File: src/rtl/flash_cfg_pkg.sv
package flash_cfg_pkg;

  localparam logic [2:0] MODE_ASC  = 3'b010;
  localparam logic [2:0] MODE_DESC = 3'b011;

  typedef enum logic [2:0] {
    ST_IDLE,
    ST_FIRST,
    ST_READ,
    ST_DONE,
    ST_FAULT
  } loadState_t;

  // strobes from control to datapath
  typedef struct packed {
    logic load;     // start a new load, set start address
    logic descend;  // direction taken with load
    logic capture;  // sample data, advance address
  } ctlStrobe_t;

endpackage

File: src/rtl/flashCfgClkDiv.sv
module flashCfgClkDiv #(
  parameter int INIT_HALF = 8,
  parameter int RATE_W    = 4
) (
  input  logic              clk,
  input  logic              rstN,
  input  logic              restart,
  input  logic              run,
  input  logic              rateWe,
  input  logic [RATE_W-1:0] rateSel,
  output logic              clkReg,
  output logic              riseTick
);

  localparam int MAX_HALF = (INIT_HALF > (1 << RATE_W)) ? INIT_HALF : (1 << RATE_W);
  localparam int HALF_W   = $clog2(MAX_HALF + 1);
  localparam logic [HALF_W-1:0] INIT_H = HALF_W'(INIT_HALF);

  logic [HALF_W-1:0] halfCur;
  logic [HALF_W-1:0] halfPend;
  logic [HALF_W-1:0] cnt;
  logic              terminal;

  assign terminal = (cnt == halfCur - 1'b1);
  assign riseTick = run && terminal && !clkReg;

  always_ff @(posedge clk or negedge rstN) begin
    if (!rstN) begin
      cnt      <= '0;
      clkReg   <= 1'b0;
      halfCur  <= INIT_H;
      halfPend <= INIT_H;
    end else if (restart) begin
      cnt      <= '0;
      clkReg   <= 1'b0;
      halfCur  <= INIT_H;
      halfPend <= INIT_H;
    end else begin
      if (run && rateWe) begin
        halfPend <= HALF_W'(rateSel) + 1'b1;
      end
      if (!run) begin
        cnt    <= '0;
        clkReg <= 1'b0;
      end else if (terminal) begin
        cnt    <= '0;
        clkReg <= ~clkReg;
        // new rate only at a period boundary (falling edge)
        if (clkReg) begin
          halfCur <= halfPend;
        end
      end else begin
        cnt <= cnt + 1'b1;
      end
    end
  end

endmodule

File: src/rtl/flashCfgPath.sv
module flashCfgPath
  import flash_cfg_pkg::*;
#(
  parameter int ADDR_W = 24,
  parameter int DATA_W = 8
) (
  input  logic              clk,
  input  logic              rstN,
  input  ctlStrobe_t        strobe,
  input  logic [DATA_W-1:0] flashData,
  input  logic              byteReady,
  output logic [ADDR_W-1:0] addrReg,
  output logic              atLast,
  output logic [DATA_W-1:0] byteData,
  output logic              byteValid
);

  logic dirDown;

  assign atLast = dirDown ? (addrReg == '0) : (addrReg == '1);

  always_ff @(posedge clk or negedge rstN) begin
    if (!rstN) begin
      addrReg   <= '0;
      dirDown   <= 1'b0;
      byteData  <= '0;
      byteValid <= 1'b0;
    end else if (strobe.load) begin
      dirDown   <= strobe.descend;
      addrReg   <= strobe.descend ? '1 : '0;
      byteValid <= 1'b0;
    end else if (strobe.capture) begin
      byteData  <= flashData;
      byteValid <= 1'b1;
      addrReg   <= dirDown ? addrReg - 1'b1 : addrReg + 1'b1;
    end else if (byteValid && byteReady) begin
      byteValid <= 1'b0;
    end
  end

endmodule

File: src/rtl/flashCfgCtrl.sv
module flashCfgCtrl
  import flash_cfg_pkg::*;
#(
  parameter int FIRST_CYC = 5
) (
  input  logic       clk,
  input  logic       rstN,
  input  logic       initIn,
  input  logic [2:0] modeIn,
  input  logic       csN,
  input  logic       rwIn,
  input  logic       endLoad,
  input  logic       riseTick,
  input  logic       atLast,
  input  logic       byteValid,
  input  logic       byteReady,
  output ctlStrobe_t strobe,
  output logic       active,
  output logic       doneFlag,
  output logic       errFlag
);

  localparam int FC_W = $clog2(FIRST_CYC + 1);

  loadState_t      state;
  loadState_t      nextState;
  logic            initQ;
  logic            initRise;
  logic            modeOk;
  logic [FC_W-1:0] firstCnt;

  assign initRise = initIn && !initQ;
  assign active   = (state == ST_FIRST) || (state == ST_READ);
  assign doneFlag = (state == ST_DONE);
  assign errFlag  = (state == ST_FAULT);
  assign modeOk   = ((modeIn == MODE_ASC) || (modeIn == MODE_DESC)) && !csN && rwIn;

  always_comb begin
    strobe    = '0;
    nextState = state;
    if (active && endLoad) begin
      nextState = ST_DONE;
    end else if (!active && initRise) begin
      if (modeOk) begin
        strobe.load    = 1'b1;
        strobe.descend = modeIn[0];
        nextState      = ST_FIRST;
      end else begin
        nextState = ST_FAULT;
      end
    end else if (state == ST_FIRST && riseTick && firstCnt == FC_W'(FIRST_CYC)) begin
      strobe.capture = 1'b1;
    end else if (state == ST_READ && riseTick && (!byteValid || byteReady)) begin
      strobe.capture = 1'b1;
    end
    if (strobe.capture) begin
      nextState = atLast ? ST_FAULT : ST_READ;
    end
  end

  always_ff @(posedge clk or negedge rstN) begin
    if (!rstN) begin
      state    <= ST_IDLE;
      initQ    <= 1'b0;
      firstCnt <= '0;
    end else begin
      state <= nextState;
      initQ <= initIn;
      if (strobe.load) begin
        firstCnt <= '0;
      end else if (state == ST_FIRST && riseTick) begin
        firstCnt <= firstCnt + 1'b1;
      end
    end
  end

endmodule

File: src/rtl/flashCfgLoader.sv
module flashCfgLoader
  import flash_cfg_pkg::*;
#(
  parameter int ADDR_W    = 24,
  parameter int DATA_W    = 8,
  parameter int INIT_HALF = 8,
  parameter int FIRST_CYC = 5,
  parameter int RATE_W    = 4
) (
  input  logic              clk,
  input  logic              rstN,
  input  logic              initIn,
  input  logic [2:0]        modeIn,
  input  logic              csN,
  input  logic              rwIn,
  input  logic [DATA_W-1:0] flashData,
  input  logic              byteReady,
  input  logic              rateWe,
  input  logic [RATE_W-1:0] rateSel,
  input  logic              endLoad,
  output logic [ADDR_W-1:0] flashAddr,
  output logic [2:0]        lowCtl,
  output logic              highCtl,
  output logic              cfgClk,
  output logic [DATA_W-1:0] byteData,
  output logic              byteValid,
  output logic              loadDone,
  output logic              loadErr
);

  ctlStrobe_t        strobe;
  logic              active;
  logic              riseTick;
  logic              clkReg;
  logic              atLast;
  logic [ADDR_W-1:0] addrReg;

  flashCfgCtrl #(.FIRST_CYC(FIRST_CYC)) uCtrl (
    .clk       (clk),
    .rstN      (rstN),
    .initIn    (initIn),
    .modeIn    (modeIn),
    .csN       (csN),
    .rwIn      (rwIn),
    .endLoad   (endLoad),
    .riseTick  (riseTick),
    .atLast    (atLast),
    .byteValid (byteValid),
    .byteReady (byteReady),
    .strobe    (strobe),
    .active    (active),
    .doneFlag  (loadDone),
    .errFlag   (loadErr)
  );

  flashCfgClkDiv #(.INIT_HALF(INIT_HALF), .RATE_W(RATE_W)) uDiv (
    .clk      (clk),
    .rstN     (rstN),
    .restart  (strobe.load),
    .run      (active),
    .rateWe   (rateWe),
    .rateSel  (rateSel),
    .clkReg   (clkReg),
    .riseTick (riseTick)
  );

  flashCfgPath #(.ADDR_W(ADDR_W), .DATA_W(DATA_W)) uPath (
    .clk       (clk),
    .rstN      (rstN),
    .strobe    (strobe),
    .flashData (flashData),
    .byteReady (byteReady),
    .addrReg   (addrReg),
    .atLast    (atLast),
    .byteData  (byteData),
    .byteValid (byteValid)
  );

  assign flashAddr = active ? addrReg : '0;
  assign lowCtl    = active ? 3'b000 : 3'b111;
  assign highCtl   = active;
  assign cfgClk    = clkReg && active;

endmodule

File: config.mk
export PLATFORM = sky130hd
export DESIGN_NAME = flashCfgLoader
export DESIGN_NICKNAME = d
export VERILOG_FILES = /design/src/rtl/flash_cfg_pkg.sv /design/src/rtl/flashCfgClkDiv.sv /design/src/rtl/flashCfgPath.sv /design/src/rtl/flashCfgCtrl.sv /design/src/rtl/flashCfgLoader.sv
export SDC_FILE = /design/constraint.sdc
export NUM_CORES = 1
export LEC_CHECK = 0
export ABC_AREA = 1
export BUFFER_PORTS_ARGS = -buffer_cell sky130_fd_sc_hd__buf_2
export CAP_MARGIN = 20
export CORE_MARGIN = 2
export CORE_UTILIZATION = 35
export CTS_CLUSTER_SIZE = 12
export DETAILED_ROUTE_END_ITERATION = 10
export HOLD_SLACK_MARGIN = 0.08
export PLACE_DENSITY = 0.64
export RECOVER_POWER = 25
export SLEW_MARGIN = 20
export SYNTH_ARGS = -nofsm -noshare
export SYNTH_HDL_FRONTEND = slang
export SYNTH_SLANG_ARGS = --single-unit
File: constraint.sdc
create_clock -name clk -period 2.75 [get_ports clk]
set_input_delay 0.55 -clock clk [delete_from_list [all_inputs] [get_ports clk]]
set_output_delay 0.55 -clock clk [all_outputs]
set_load 0.01 [all_outputs]
==> results of run 1 <==
## per-stage QoR
step	total power, µW	cells
2_1_floorplan	4709	766
3_3_place_gp	5806	996
3_5_place_dp	5797	996
4_1_cts	6855	1012
5_1_grt	7617	1012
6_report	6869	1012
## report_power, final
part	leakage [µW]	switching, µW	internal, µW
sequential	0.000726	391	1130
combinational	0.00233	2790	1540
clock	0.000135	399	630
total	0.00319	3580	3290
## final cells by class
type	instances	area [µm²]	area share, %
Inverter	116	435.4	7.808
Clock buffer	11	242.7	4.353
Multi-Input combinational cell	575	2838	50.89
Sequential cell	57	1429	25.62
Tap cell	176	220.2	3.949
Clock inverter	5	31.28	0.5609
Timing Repair Buffer	72	380.4	6.821
## routing by layer
layer	vias to the layer above	share of wire [%]	GRT usage (%)
met5	-	0	0
met3	21	5.2	3.571
li1	2590	-	-
met1	2314	45	25.37
met4	0	2.3	6.468
met2	140	47	33.11
## path summary, 6_finish.rpt
kind                                        start                end  slack (ps)  depth (start not counted)
worst max-delay path                uPath.dirDown  uPath.addrReg[17]         340                         13
worst min-delay path                       initIn        uCtrl.initQ         350                          1
worst max register to register      uPath.dirDown  uPath.addrReg[17]         340                         13
worst min register to register  uPath.byteData[0]  uPath.byteData[0]         470                          2
max in group asynchronous                    rstN      uPath.dirDown         860                          2
min in group asynchronous                    rstN    uDiv.halfCur[4]         430                          1
## worst max-delay path, delay by kind of cell, from the launching register on
kind | cells | cell delay (ps)
and+or+nand+nor | 10 | 1000
DFF | 1 | 530
adders and majority gates | 1 | 400
buffers and inverters | 2 | 350
## cells in the final DEF (no fill, tap or decap), types with 7 or more instances in the layout
| cell | n |
|---|---|
| nand2_1 | 259 |
| inv_1 | 112 |
| nand3_1 | 89 |
| nor2_1 | 68 |
| buf_2 | 61 |
| dfrtp_1 | 55 |
| ha_1 | 27 |
| nand4_1 | 26 |
| o21ai_0 | 25 |
| a21oi_1 | 22 |
| nor3_1 | 14 |
| clkbuf_16 | 9 |
| buf_4 | 9 |
| xor2_1 | 7 |
## kinds of logic (layout without fill, tap and decap cells)
group,count (synthesis),count (layout),share of synthesized area (%)
xor gates and xnor gates,12,12,2.190
AOI/OAI and AO/OA,58,58,6.493
and+or+nand+nor,477,477,42.95
buffers and inverters,134,204,11.13
DFF,57,57,29.78
adders and majority gates,28,28,7.458
## registers in the layout, indices dropped and copies added, names as in the netlist
register,cells
uCtrl.firstCnt,3
uCtrl.state,3
uDiv.halfCur,5
uDiv.cnt,5
uCtrl.initQ,1
uPath.addrReg,24
uDiv.clkReg,1
uPath.byteData,8
uDiv.halfPend,5
uPath.dirDown,1
uPath.byteValid,1
==> summary.md, run 1 <==
| Metric | Value |
|---|---|
| Status | finished, final reports clean |
| CP Class | reg -> reg |
| Fin. Hold Viols | 0 |
| Slowest stage cell on the critical path | dfrtp_1 |
| RSZ-0062 raised after global routing | no |
| Top-area cell type share of the netlist area | around 29% |
| Synth Cell Area | 0.004798 mm² |
| Core area | 0.01330 mm² |
| Min Clock Period, post-route | 2410 ps |
| Async SR Flop Fraction | 100.0% |
| PortBufs | 62 |
| RePlAce Congestion | 0.9094 |
| Slew Viols, Final | 0 |
| Synth Register Bits | 57 |
| Slowest stage delay, CP | 530 ps |
| Critical path's most frequent cell | nand2_1 |
| DR vias/cell | about 5.0 |
| Global-route wire length before repair | 23,070 µm |
| DRC errors left | 0 |
| Number of synthesized flops with an enable pin | 0 |
| Final setup vio count | 0 |
| Post-CTS Hold Buffers | 0 |
| Final Util | between 40% and 50% |
| Final setup margin | 339.9 ps |
| Share of cells above drive strength 1 | between 10% and 20% |
| FMAX | approximately 410 MHz |
| Post-synth top flop | dfrtp_1 |
| Crit start category | flip-flop |
| Clk Latency, worst-skew pair | 330 ps |
| Setup bufs post-CTS | 0 |
| Routed Antenna Nets | 0 |
| Critical path data arrival time | 2620 ps |
| Routed vias | between 5,000 and 6,000 |
| Final hold slack | between 300 and 400 ps |
| IO Count | 63 |
| Synth Warn # | 0 |
| Clock skew | 9.794 ps |
| Max-cap violations | 0 |
| CTS tree | built |
| CTS resizes | 0 |
| WL/cell | about 14 µm |
| DRT Pass-1 Iters | 7 |
| Ranking of synthesized cells by area | dfrtp_1 29%, nand2_1 20%, nand3_1 9.3%, inv_1 8.8%, ha_1 7.0% |
| Syn_area_per_cell | 6.264 µm² |
| CTS Buf Count | 9 |
| Area growth from synthesis to layout | 16.22% |
| Placement Cell Area | ~0.0053 mm² |
| Most common cell in the netlist | nand2_1 |
| Yosys cell types | 34 |
| Die area | 0.01466 mm² |
| Crit-path cells | buf_4 > ha_1 > nand2_1 > nor2_1 > inv_1 > nor2_1 > nand3_1 > nand3_1 > nand2_1 > nand3_1 > nand2_1 > nand2_1 > nand2_1 |
| Worst slew pin tran | 1144 ps |
| Hold Crit Class | in -> reg |
| Crit. End Element | flip-flop |
| Commonest cells post-synth | 260 x nand2_1, 112 x inv_1, 89 x nand3_1, 68 x nor2_1, 55 x dfrtp_1 |
| Vert. Die Dim | 121.1 µm |
| # rows | 42 |
| Worst ir drop on vdd | 374.9 µV |
| Seq/Total Area, Yosys | 29.78% |
| CTS root buf | clkbuf_16 |
| ANT cells | 0 |
| Slew margin rel. | 23.73% |
| Fin Setup TNS | 0 ps |
| Antenna violations before repair | 0 |
| Sinks on Clock Net | 57 |
| Cell area after layout | 0.005577 mm² |
| Initial Utilization | 36.09% |
| Leak pwr | ~0.0032 µW |
| Filler instances | 1,419 |
| Pwr dens | 1232 mW/mm² |
| Top cell type by total area after synthesis | dfrtp_1 |
| Detailed placer's ending HPWL | 10,750 µm |
| Clock transition at path regs | 60 ps |
| Critical path required time | 2960 ps |
| H-tree Lvls | 3 |
| Largest net degree at the start of global routing | 26 |
| Vias in the first global route | 4,836 |
| Max clock buf depth | 2 |
| Total gr overflow | 0 |
| GRT Total Usage | 19.66% |
| DR iter-0 viols | between 300 and 400 |
| Nets | 882 |
| Routed WL | ~14,000 µm |
| Post-Synthesis Cells | 766 |
| Pre-CTS WS | between 300 and 400 ps |
| Peak fanout along the critical path | 14 |
| Post-Syn Nets | around 800 |
| Overall die width | 121.1 µm |
| Final period util | 87.64% |
(Power assumes the default switching activity.)
==> run 2: changes to the inputs <==
--- a/config.mk
+++ b/config.mk
@@ -9,11 +9,11 @@
 export BUFFER_PORTS_ARGS = -buffer_cell sky130_fd_sc_hd__buf_2
 export CAP_MARGIN = 20
 export CORE_MARGIN = 2
-export CORE_UTILIZATION = 35
+export CORE_UTILIZATION = 59
 export CTS_CLUSTER_SIZE = 12
 export DETAILED_ROUTE_END_ITERATION = 10
 export HOLD_SLACK_MARGIN = 0.08
-export PLACE_DENSITY = 0.64
+export PLACE_DENSITY = 0.92
 export RECOVER_POWER = 25
 export SLEW_MARGIN = 20
 export SYNTH_ARGS = -nofsm -noshare
==> summary.md, run 2 (synthesis gave the netlist of run 1 again) <==
| Metric | Value |
|---|---|
| Hold Crit Class | in -> reg |
| Vias in the first global route | 4,990 |
| Met3 wire length | 1145 µm |
| Final period util | about nine tenths |
| Sinks on Clock Net | 57 |
| R2R depth | 14 |
| Antenna violations before repair | 0 |
| RSZ-0062 raised after global routing | no |
| Total gr overflow | 0 |
| Core area | 0.007807 mm² |
| Metal2 WL | ~6400 µm |
| DRC errors left | 0 |
| Max clock buf depth | 2 |
| Clock transition at path regs | 60 ps |
| Status | complete, but fails checks |
| Overall die width | 94.18 µm |
| Leak pwr | 0.003162 µW |
| # rows | 32 |
| Detailed placer's ending HPWL | roughly 10,000 µm |
| Critical path required time | just over 3000 ps |
| RePlAce Congestion | ~1.0 |
| Placed insts | 921 |
| Nets | 881 |
| Critical path data arrival time | between 2000 and 3000 ps |
| Pwr dens | about 1200 mW/mm² |
| Slowest stage delay, CP | 390 ps |
| CTS root buf | clkbuf_8 |
| Top Registers | uPath.addrReg x24, uPath.byteData x8 |
| Slew Viols, Final | 29 |
| Routed vias | 5,277 |
| Crit start category | flip-flop |
| Tot Pwr | 6725 µW |
| Largest net degree at the start of global routing | 54 |
| Routed WL | about 14,000 µm |
| Final cell count without fillers | 937 |
| Clk Latency, worst-skew pair | roughly 330 ps |
| Commonest non-fill, non-tap cells in the layout | 260 x nand2_1, 112 x inv_1, 89 x nand3_1 |
| Share of cells above drive strength 1 | 11.98% |
| Area growth from synthesis to layout | 12.75% |
| Uppermost routed layer | met4 |
| Most flop-heavy register | uPath.addrReg |
| Final setup vio count | 0 |
| Global-route wire length before repair | around 23,000 µm |
| Vert. Die Dim | around 94 µm |
| ANT cells | 0 |
| Max-cap violations | 1 |
| Die area | 0.008870 mm² |
| Fin Setup TNS | 0 ps |
| Initial Utilization | 61.46% |
| Failing checks | capacitance limit, slew limit |
| Crit. End Element | flip-flop |
| Worst slew pin tran | 1607 ps |
| CTS Buf Count | 9 |
| CTS tree | built |
| GRT Total Usage | 32.48% |
| Setup bufs post-CTS | 0 |
| Commonest non-fill, non-tap cell in the layout | nand2_1 |
| Max FFs per register | 24 |
| DR iter-0 viols | between 500 and 600 |
| Worst ir drop on vdd | between 600 and 700 µV |
| Slowest stage cell on the critical path | dfrtp_1 |
| WL/cell | 14.58 µm |
| Hold path cells | 1 |
| Slew margin rel. | -7.102% |
| DR vias/cell | between 5 and 6 |
| Min Clock Period, post-route | 2504 ps |
| Routed Antenna Nets | 0 |
| Crit-path cells | inv_1 > ha_1 > nand2_1 > nor2_1 > nand2_1 > nand2_1 > nand3_1 > nor2_4 > nand4_1 > nand2_2 > nand2_4 > nand2_8 > nand2_1 > nand2_1 |
| WL met1 | between 5000 and 6000 µm |
| Clock skew | 4.544 ps |
| PortBufs | 62 |
| DRT Pass-1 Iters | 5 |
| Critical path's most frequent cell | nand2_1 |
| IO Count | 63 |
| Fin. Hold Viols | 0 |
| CP Class | reg -> reg |
| FMAX | between 300 and 400 MHz |
| H-tree Lvls | 3 |
| Peak fanout along the critical path | 35 |
## run 2: changes by cell type in the layout (fill, tap and decap cells not counted), sizes merged
cell | previous run | this run
clkinv | 4 | 2
clkinvlp | 1 | 0
clkbuf | 13 | 18
buf | 70 | 67
## run 2: repair_timing
item / in CTS / in global routing
endpoints found under the setup margin: 0 / 8
hold buffers: 0 / 0
resized for setup: 0 / 1
## run 2: area by class of cell
class                      instances  area [µm²]
clock buffer                      14       182.7
clock inverter                     2       10.01
fill                             648        2397
inverter                         116       435.4
multi-input combinational        575        2844
sequential                        57        1429
tap                              102       127.6
timing repair buffer              71       381.6
## run 2: final timing paths
path                              startpoint                 to  slack (ps)
max                          uDiv.halfCur[0]   uPath.addrReg[1]         250
min                                   initIn        uCtrl.initQ         370
max reg2reg                  uDiv.halfCur[0]   uPath.addrReg[1]         250
min reg2reg                uCtrl.firstCnt[2]  uCtrl.firstCnt[2]         470
max in group asynchronous               rstN   uPath.addrReg[2]         800
min in group asynchronous               rstN        uDiv.cnt[4]         610
## run 2: report_power, final
group | leakage, µW | switching [µW] | internal (µW) | total, µW
combinational | 0.00233 | 2930 | 1560 | 4490
clock | 0.000102 | 318 | 423 | 741
sequential | 0.000726 | 368 | 1120 | 1490
total | 0.00316 | 3620 | 3110 | 6730
## run 2: metrics by stage
| step | util (%) | setup slack [ps] | hold WS, ps | cell area, µm² |
|---|---|---|---|---|
| after floorplan | - | 485.6 | 254.4 | 4798 |
| after global placement | 66.83 | 441.9 | 452.3 | 5218 |
| after detailed placement | 66.83 | 309.0 | 458.0 | 5218 |
| after CTS | 69.29 | 254.1 | 255.2 | 5410 |
| after global routing | 69.29 | 63.19 | 363.9 | 5410 |
| final | 69.29 | 245.9 | 366.9 | 5410 |
## run 2: worst max-delay path: cells and delay by family, from the launching register on
kind	cells	cell delay (ps)
AND/OR/NAND/NOR	12	1620
flip-flops	1	390
adder cells (fa/ha/maj)	1	280
buffers and inverters	1	120
## run 2: layer usage
metal	global-route usage (%)	vias to the layer above
met2	53.69	259
li1	-	2585
met4	13.04	0
met1	42.99	2401
met3	4.254	32
met5	0	-
